==> config.mk <==
export PLATFORM = sky130hd
export DESIGN_NAME = rlp_packetizer
export DESIGN_NICKNAME = d
export VERILOG_FILES = /design/src/rtl/rlp_pkg.sv /design/src/rtl/rlp_bit_timer.sv /design/src/rtl/rlp_framer.sv /design/src/rtl/rlp_src_mux.sv /design/src/rtl/rlp_packetizer.sv
export SDC_FILE = /design/constraint.sdc
export NUM_CORES = 1
export LEC_CHECK = 0
export BUFFER_PORTS_ARGS = -buffer_cell sky130_fd_sc_hd__buf_2
export CAP_MARGIN = 0
export CORE_UTILIZATION = 50
export CTS_CLUSTER_DIAMETER = 150
export DETAILED_ROUTE_END_ITERATION = 7
export GPL_TIMING_DRIVEN = 0
export PLACE_DENSITY = 0.76
export RECOVER_POWER = 100
export SYNTH_ARGS = -nofsm -noshare
export SYNTH_HDL_FRONTEND = slang
export SYNTH_HIERARCHICAL = 1
export SYNTH_SLANG_ARGS = --single-unit
==> constraint.sdc <==
create_clock -name clk -period 8.4 [get_ports clk]
set_clock_uncertainty 0.15 [all_clocks]
set_input_delay 0.42 -clock clk [delete_from_list [all_inputs] [get_ports clk]]
set_output_delay 0.42 -clock clk [all_outputs]
set_load 0.005 [all_outputs]
==> src/rtl/rlp_pkg.sv <==
package rlp_pkg;

    localparam int HDR_W   = 16;
    localparam int MARK_W  = 16;
    localparam int CODE_W  = 10;
    localparam int WORD_W  = CODE_W + 1;
    localparam int SH_W    = HDR_W;
    localparam int BC_W    = $clog2(SH_W);
    localparam logic [MARK_W-1:0] END_MARK = 16'hC3A5;

    typedef enum logic [2:0] {
        ST_START,
        ST_HDR,
        ST_PAY,
        ST_MRK,
        ST_GAP
    } rl_state_e;

    typedef enum logic [1:0] {
        SRC_PKT  = 2'd0,
        SRC_LOW  = 2'd1,
        SRC_HIGH = 2'd2,
        SRC_INV  = 2'd3
    } src_sel_e;

    typedef struct packed {
        logic              stim;
        logic [CODE_W-1:0] code;
    } smp_word_t;

    // left-aligns a sample word in the shift register so it leaves MSB first
    function automatic logic [SH_W-1:0] word_to_sh(smp_word_t w);
        return {w, {(SH_W-WORD_W){1'b0}}};
    endfunction

endpackage

==> src/rtl/rlp_bit_timer.sv <==
module rlp_bit_timer #(
    parameter int DIV_W = 6
) (
    input  logic             clk,
    input  logic             rst,
    input  logic             clr,
    input  logic             adv,
    input  logic [DIV_W-1:0] div,
    output logic             at_end
);

    logic [DIV_W-1:0] cnt;

    assign at_end = (cnt == div);

    always_ff @(posedge clk) begin
        if (rst || clr) begin
            cnt <= '0;
        end else if (at_end) begin
            if (adv) cnt <= '0;
        end else begin
            cnt <= cnt + 1'b1;
        end
    end

    AST_TIMER_IN_RANGE: assert property (@(posedge clk) disable iff (rst)
        cnt <= div);

endmodule

==> src/rtl/rlp_framer.sv <==
module rlp_framer
    import rlp_pkg::*;
#(
    parameter int LEN_W = 8,
    parameter int GAP_W = 12,
    parameter int DIV_W = 6
) (
    input  logic              clk,
    input  logic              rst,
    input  logic [HDR_W-1:0]  cfg_header,
    input  logic [LEN_W-1:0]  cfg_len,
    input  logic [GAP_W-1:0]  cfg_gap,
    input  logic [DIV_W-1:0]  cfg_div,
    input  logic [1:0]        cfg_sel,
    input  logic              smp_valid,
    input  logic              smp_stim,
    input  logic [CODE_W-1:0] smp_code,
    input  logic              at_end,
    output logic              timer_clr,
    output logic              timer_adv,
    output logic [DIV_W-1:0]  div_q,
    output logic [1:0]        sel_q,
    output logic              smp_ready,
    output logic              pkt_bit,
    output logic              rx_window,
    output logic              underrun
);

    rl_state_e        state;
    logic [SH_W-1:0]  sh;
    logic [BC_W-1:0]  bit_cnt;
    logic [LEN_W-1:0] smp_cnt, len_q;
    logic [GAP_W-1:0] gap_cnt, gap_q;
    smp_word_t        in_word;
    logic             in_frame, word_last, need_smp, stall, step;

    always_comb begin
        in_word.stim = smp_stim;
        in_word.code = smp_code;
    end

    assign in_frame  = (state == ST_HDR) || (state == ST_PAY) || (state == ST_MRK);
    assign word_last = (bit_cnt == '0);
    assign need_smp  = in_frame && (state != ST_MRK) && word_last && (smp_cnt != len_q);
    assign smp_ready = at_end && need_smp;
    assign stall     = smp_ready && !smp_valid;
    assign step      = at_end && !stall;
    assign timer_adv = !stall;
    assign timer_clr = (state == ST_START);
    assign pkt_bit   = in_frame ? sh[SH_W-1] : 1'b0;
    assign rx_window = (state == ST_GAP);

    always_ff @(posedge clk) begin
        if (rst) begin
            state    <= ST_START;
            sh       <= '0;
            bit_cnt  <= '0;
            smp_cnt  <= '0;
            gap_cnt  <= '0;
            len_q    <= '0;
            gap_q    <= '0;
            div_q    <= '0;
            sel_q    <= '0;
            underrun <= 1'b0;
        end else begin
            if (stall) underrun <= 1'b1;
            unique case (state)
                ST_START: begin
                    len_q   <= cfg_len;
                    gap_q   <= cfg_gap;
                    div_q   <= cfg_div;
                    sel_q   <= cfg_sel;
                    sh      <= cfg_header;
                    bit_cnt <= BC_W'(HDR_W - 1);
                    smp_cnt <= '0;
                    state   <= ST_HDR;
                end
                ST_HDR, ST_PAY, ST_MRK: begin
                    if (step) begin
                        if (!word_last) begin
                            sh      <= sh << 1;
                            bit_cnt <= bit_cnt - 1'b1;
                        end else if (state == ST_MRK) begin
                            gap_cnt <= '0;
                            state   <= (gap_q == '0) ? ST_START : ST_GAP;
                        end else if (smp_cnt == len_q) begin
                            sh      <= END_MARK;
                            bit_cnt <= BC_W'(MARK_W - 1);
                            state   <= ST_MRK;
                        end else begin
                            sh      <= word_to_sh(in_word);
                            bit_cnt <= BC_W'(WORD_W - 1);
                            smp_cnt <= smp_cnt + 1'b1;
                            state   <= ST_PAY;
                        end
                    end
                end
                ST_GAP: begin
                    if (at_end) begin
                        if (gap_cnt == gap_q - 1'b1) state <= ST_START;
                        else                          gap_cnt <= gap_cnt + 1'b1;
                    end
                end
                default: state <= ST_START;
            endcase
        end
    end

    AST_STALL_HOLDS_LINE: assert property (@(posedge clk) disable iff (rst)
        (smp_ready && !smp_valid) |=> $stable(pkt_bit));
    AST_UNDERRUN_STICKY: assert property (@(posedge clk) disable iff (rst)
        underrun |=> underrun);
    AST_WINDOW_AFTER_MARK: assert property (@(posedge clk) disable iff (rst)
        $rose(rx_window) |-> $past(state) == ST_MRK);
    AST_CFG_HELD: assert property (@(posedge clk) disable iff (rst)
        (state != ST_START) |=> ($stable(len_q) && $stable(gap_q) && $stable(div_q) && $stable(sel_q)));
    AST_TAKE_STARTS_WORD: assert property (@(posedge clk) disable iff (rst)
        (smp_ready && smp_valid) |=> (state == ST_PAY && bit_cnt == BC_W'(WORD_W - 1)));

endmodule

==> src/rtl/rlp_src_mux.sv <==
module rlp_src_mux
    import rlp_pkg::*;
(
    input  logic [1:0] sel,
    input  logic       pkt_bit,
    output logic       tx_bit
);

    always_comb begin
        unique case (src_sel_e'(sel))
            SRC_PKT:  tx_bit = pkt_bit;
            SRC_LOW:  tx_bit = 1'b0;
            SRC_HIGH: tx_bit = 1'b1;
            SRC_INV:  tx_bit = ~pkt_bit;
            default:  tx_bit = 1'b0;
        endcase
    end

endmodule

==> src/rtl/rlp_packetizer.sv <==
module rlp_packetizer
    import rlp_pkg::*;
#(
    parameter int LEN_W = 8,
    parameter int GAP_W = 12,
    parameter int DIV_W = 6
) (
    input  logic              clk,
    input  logic              rst,
    input  logic [HDR_W-1:0]  cfg_header,
    input  logic [LEN_W-1:0]  cfg_payload_len,
    input  logic [GAP_W-1:0]  cfg_gap_len,
    input  logic [DIV_W-1:0]  cfg_bit_div,
    input  logic [1:0]        cfg_src_sel,
    input  logic              smp_valid,
    input  logic              smp_stim,
    input  logic [CODE_W-1:0] smp_code,
    output logic              smp_ready,
    output logic              tx_bit,
    output logic              rx_window,
    output logic              underrun
);

    logic             at_end, timer_clr, timer_adv, pkt_bit;
    logic [DIV_W-1:0] div_q;
    logic [1:0]       sel_q;

    rlp_bit_timer #(.DIV_W(DIV_W)) timer_i (
        .clk    (clk),
        .rst    (rst),
        .clr    (timer_clr),
        .adv    (timer_adv),
        .div    (div_q),
        .at_end (at_end)
    );

    rlp_framer #(.LEN_W(LEN_W), .GAP_W(GAP_W), .DIV_W(DIV_W)) framer_i (
        .clk        (clk),
        .rst        (rst),
        .cfg_header (cfg_header),
        .cfg_len    (cfg_payload_len),
        .cfg_gap    (cfg_gap_len),
        .cfg_div    (cfg_bit_div),
        .cfg_sel    (cfg_src_sel),
        .smp_valid  (smp_valid),
        .smp_stim   (smp_stim),
        .smp_code   (smp_code),
        .at_end     (at_end),
        .timer_clr  (timer_clr),
        .timer_adv  (timer_adv),
        .div_q      (div_q),
        .sel_q      (sel_q),
        .smp_ready  (smp_ready),
        .pkt_bit    (pkt_bit),
        .rx_window  (rx_window),
        .underrun   (underrun)
    );

    rlp_src_mux mux_i (
        .sel     (sel_q),
        .pkt_bit (pkt_bit),
        .tx_bit  (tx_bit)
    );

    AST_LOW_SOURCE_QUIET: assert property (@(posedge clk) disable iff (rst)
        (sel_q == 2'd1) |-> !tx_bit);

endmodule

======== After elaboration in Yosys (flattened, before gate mapping) ========
Index checks and enable logic that the tools add are counted.
storage, ports and cells
  register bits after elaboration ......... 78
  word-level logic and storage cells ...... 94
  bits of input ports ..................... 58
  output and inout port bits .............. 4
operators by class
  reductions and logical operators ........ 22
  equal/unequal tests ..................... 22
  bitwise operators ....................... 1
  muxes and demuxes ....................... 33
  $add $sub $neg .......................... 5
operators with widths
  kind                   count
  $mux 16                4
  $mux 12                5
  $mux 8                 4
  $pmux 16 s2            1
  $pmux 12 s2            1
  $mux 3                 7
  $pmux 8 s2             1
  $add 12x1->12 const B  1
  $eq 12x12->1           1
  $logic_not 12->1       1
  $mux 4                 3
  $mux 6                 2
  $sub 12x1->12 const B  1
  $ne 2x1->1 const B     5
  $pmux 3 s3             1
  $add 8x1->8 const B    1
  $eq 8x8->1             1
  $ne 2x2->1 const B     4
  $ne 8x8->1             1
  $pmux 4 s2             1
  $add 6x1->6 const B    1
  $eq 3x2->1 const B     2
  $eq 6x6->1             1
  $logic_and 1x1->1      6
  21 further kinds       27

======== Longest topological paths before layout ========
  depth in word-level cells ............... 12
  depth in mapped cells ................... 10
  depth with buffers taken out ............ 10

======== Cells and area by module ========
The synthesis kept the hierarchy.
by module, submodules not included
  module         cells an instance  times used  area an instance (µm²)  sequential area each (µm²)
  rlp_framer     486                1           3771.1                  1441.4
  rlp_bit_timer  51                 1           432.9                   120.1
  rlp_src_mux    2                  1           13.8                    0.0

======== Worst setup path after synthesis ========
No wires, ideal clock.
  kind .................................... reg-to-reg
  from .................................... register timer_i.cnt[4]
  to ...................................... register framer_i.smp_cnt[6]
  library setup time ...................... 121 ps
  data arrival time ....................... 2437 ps
  clock period less this slack ............ 2708 ps
  path buffers ............................ 0
  cell stages (with the launch flop) ...... 11
  slack ................................... 5692 ps
  data required time ...................... 8129 ps
  path through ............................ dfxtp_1 xor2_1 nor4_4 nand2_1 inv_1 inv_1 nor2_1 a41oi_1 nor4_1 xnor2_1 nor2_1
between the ends
  longest elaborated chain between the ends .. 7
RTL lines
  what                            line                  source
  start: declaration              rlp_bit_timer.sv:12   logic [DIV_W-1:0] cnt;
  start signal: assignment        rlp_bit_timer.sv:22   cnt <= cnt + 1'b1;
  $eq 6x6->1 (*)                  rlp_bit_timer.sv:14   assign at_end = (cnt == div);
  net at_end                      rlp_packetizer.sv:24  logic at_end, timer_clr, timer_adv, pkt_bit;
  $logic_and 1x1->1               rlp_framer.sv:45      assign smp_ready = at_end && need_smp;
  $logic_and 1x1->1               rlp_framer.sv:46      assign stall = smp_ready && !smp_valid;
  $logic_not 1->1                 rlp_framer.sv:47      assign step = at_end && !stall;
  $logic_and 1x1->1 (*)           rlp_framer.sv:47
  $ne 2x1->1 (no line) (*)        --
  $reduce_and 5->1 (no line) (*)  --
  end signal: assignment          rlp_framer.sv:93      smp_cnt <= smp_cnt + 1'b1;
  end: declaration                rlp_framer.sv:32      logic [LEN_W-1:0] smp_cnt, len_q;
Mark *: on every way through the listed nets, which the timed path passes. The rest lies on a longest branch.
A chain may end at the register's enable or synchronous reset.

======== Worst setup path in the final report ========
Ends and elaborated chain as after synthesis.

==> metrics.txt <==
pin count of the biggest net entering global routing=13; CP required=8490 ps; setup slack at placement=5010 ps; clock buffer count from CTS=9; detailed placement HPWL=7.66 mm; Syn Nets=604; Hold Vio Cnt, Final=0; gpl congestion=0.891; Final period util=48.0%; Rel. slew slack=17.6%; number of gates resized after cts=0; ant diodes=0; synth warn=6; Core Area=0.00818 mm2; Fill cells=770; Chip Width=93.8 um; final cell count without fillers=721; Crit Path Class=reg2reg; reg2reg setup slack=4360 ps; Multi-input gate area=0.00244 mm2; Final setup viols=0; critical path peak fanout=9; Final Instance Area=0.00480 mm2; height of the die=93.8 um; vias in the first global route=3824; status=complete, no violations; RSZ-0062 raised after global routing=no; drt first pass iters=4; Leak=1.89 nW; antenna-violating nets left=0; most instantiated cells after synthesis=nand2_1, dfxtp_1, a21oi_1; hold depth=3; Peak Freq=248 MHz; endpoint type of the worst setup path=flip-flop; setup TNS=0 ps; Clock Pin Slew Worst Setup and Hold Paths=80 ps; startpoint class of the critical path=flip-flop; vias per cell=5.74; Yosys top cell by area=dfxtp_1; Routed WL per cell=14.6 um; Seq/Total Area, Yosys=37.0%; DRC Markers=0; I/O Buffers=61; mapped cell area=0.00422 mm2; pwr/cell area=191 mW/mm2; worst vdd ir=0.000122 V; reg2reg end=framer_i/smp_cnt[6]; worst-margin pin slew=1220 ps; smallest hold slack=139 ps; DR vias=4139; Unique masters post-synth=56; asr flop ratio synth=0%; Post-synth EDFFs=0; Clock Tree Root=clkbuf_8; clock latency on the worst-skew pair=360 ps; first-pass GRT wire length=17.5 mm; row cnt=33; I/O Pins=62; most common cell in the netlist=nand2_1; worst setup path startpoint=timer_i/cnt[4]; GRT overflow=0; # Max-Cap Violations=0; crit path DAT=4120 ps; Post-Synthesis Cells=539; Setup Buffers After CTS=0; Cells after DPL=705; prevailing post-synth register cell=dfxtp_1; WL final=10.5 mm; number of cells on the worst reg-to-reg path=10; Register Area=0.00156 mm2; Worst Hold End=framer_i/gap_q[6]; DR iter-0 viols=182; Max Transition Viols Final=0; top cell type's share of synthesized area=37.0%; initial core utilization=51.6%; CTS tree=yes; hold buffers post-CTS=0; Die ar.=0.00881 mm2; worst setup margin=4360 ps; initial antenna violation count=0; #FFs+latches synth=78; Layout area overhead=13.9%; RR Startpoint=timer_i/cnt[4]; CTS sink count=78; Tmin final=4040 ps; total placed instance area=0.00465 mm2; Nets=676; Worst Hold Launch=cfg_gap_len[6]; layout cells sized above 1=13.8%; gr usage total=25.2%; path type of the worst min-delay path=in2reg; # H-tree levels=3; largest buffer count on any clock path=2; top cells by area, synth=dfxtp_1, nand2_1, a21oi_1; syn avg cell area=7.83 um2
==> kinds of logic after synthesis <==
kind of cell,count (synthesis),share of synthesized area (%)
adders and majority gates,8,2.31
AOI/OAI and AO/OA,126,18.9
xor gates and xnor gates,34,7.06
muxes,9,2.14
and+or+nand+nor,235,27.8
DFF,78,37.0
buffers and inverters,49,4.75
==> power by group <==
group | leakage, nW | switching [mW] | internal, mW | total (mW)
registers | 0.639 | 0.0244 | 0.403 | 0.427
clock network | 0.0796 | 0.137 | 0.115 | 0.252
logic | 1.17 | 0.146 | 0.0907 | 0.237
==> per-layer routing <==
metal	part of all wire (%)	GRT usage, %
met3	5.0	3.40
met4	1.6	11.8
met5	0	0
met2	48	42.2
met1	45	31.8
==> sequential cells by signal (all words and copies together) (netlist names) <==
name,count
framer_i/sh,16
framer_i/gap_cnt,12
framer_i/gap_q,12
framer_i/len_q,8
framer_i/smp_cnt,8
framer_i/div_q,6
timer_i/cnt,6
framer_i/bit_cnt,4
framer_i/state,3
framer_i/sel_q,2
framer_i/underrun,1
==> layout by cell type, fill, tap and decap left out, drive strengths merged, types with 3 or more instances in the layout <==
cell type / instances
nand2: 86
dfxtp: 78
buf: 62
a21oi: 58
clkbuf: 46
nor2: 45
or3: 21
xor2: 20
nand3: 16
inv: 15
o21ai: 15
xnor2: 14
nor3: 10
nor4: 9
mux2i: 9
a311oi: 9
nand2b: 8
nand4: 8
o211ai: 7
ha: 7
and2: 7
a211oi: 6
a31oi: 6
or2: 6
nand4b: 5
or4: 5
a22oi: 3
o22ai: 3
==> critical path: stages, from the launching register on <==
cell,delay (ps)
dfxtp_1,360
xor2_1,190
nor4_1,1040
nand2_1,200
inv_1,300
inv_1,120
nor2_1,480
a41oi_1,420
nor4_1,440
xnor2_1,160
nor2_1,50
==> worst max path at each step <==
stage | end | slack, ps | depth (start not counted)
after floorplan | framer_i/smp_cnt[6] | 5690 | 10
after global placement | framer_i/smp_cnt[6] | 5160 | 10
after detailed placement | framer_i/smp_cnt[6] | 5010 | 10
after CTS | framer_i/smp_cnt[6] | 5000 | 10
after global routing | framer_i/smp_cnt[6] | 3940 | 10
final | framer_i/smp_cnt[6] | 4360 | 10
==> through the flow <==
stage	power, mW	util [%]
2_1_floorplan	0.601	-
3_3_place_gp	0.661	56.9
3_5_place_dp	0.670	56.9
4_1_cts	0.919	59.0
5_1_grt	0.963	58.8
6_report	0.916	58.8
==> layout make-up <==
class / instances / area share (%)
buffer: 34 / 2.99
clock buffer: 13 / 3.10
clock inverter: 3 / 0.417
inverter: 15 / 1.17
multi-input combinational: 412 / 50.8
sequential: 78 / 32.5
tap: 105 / 2.73
timing repair buffer: 61 / 6.28
(Power assumes the default switching activity.)
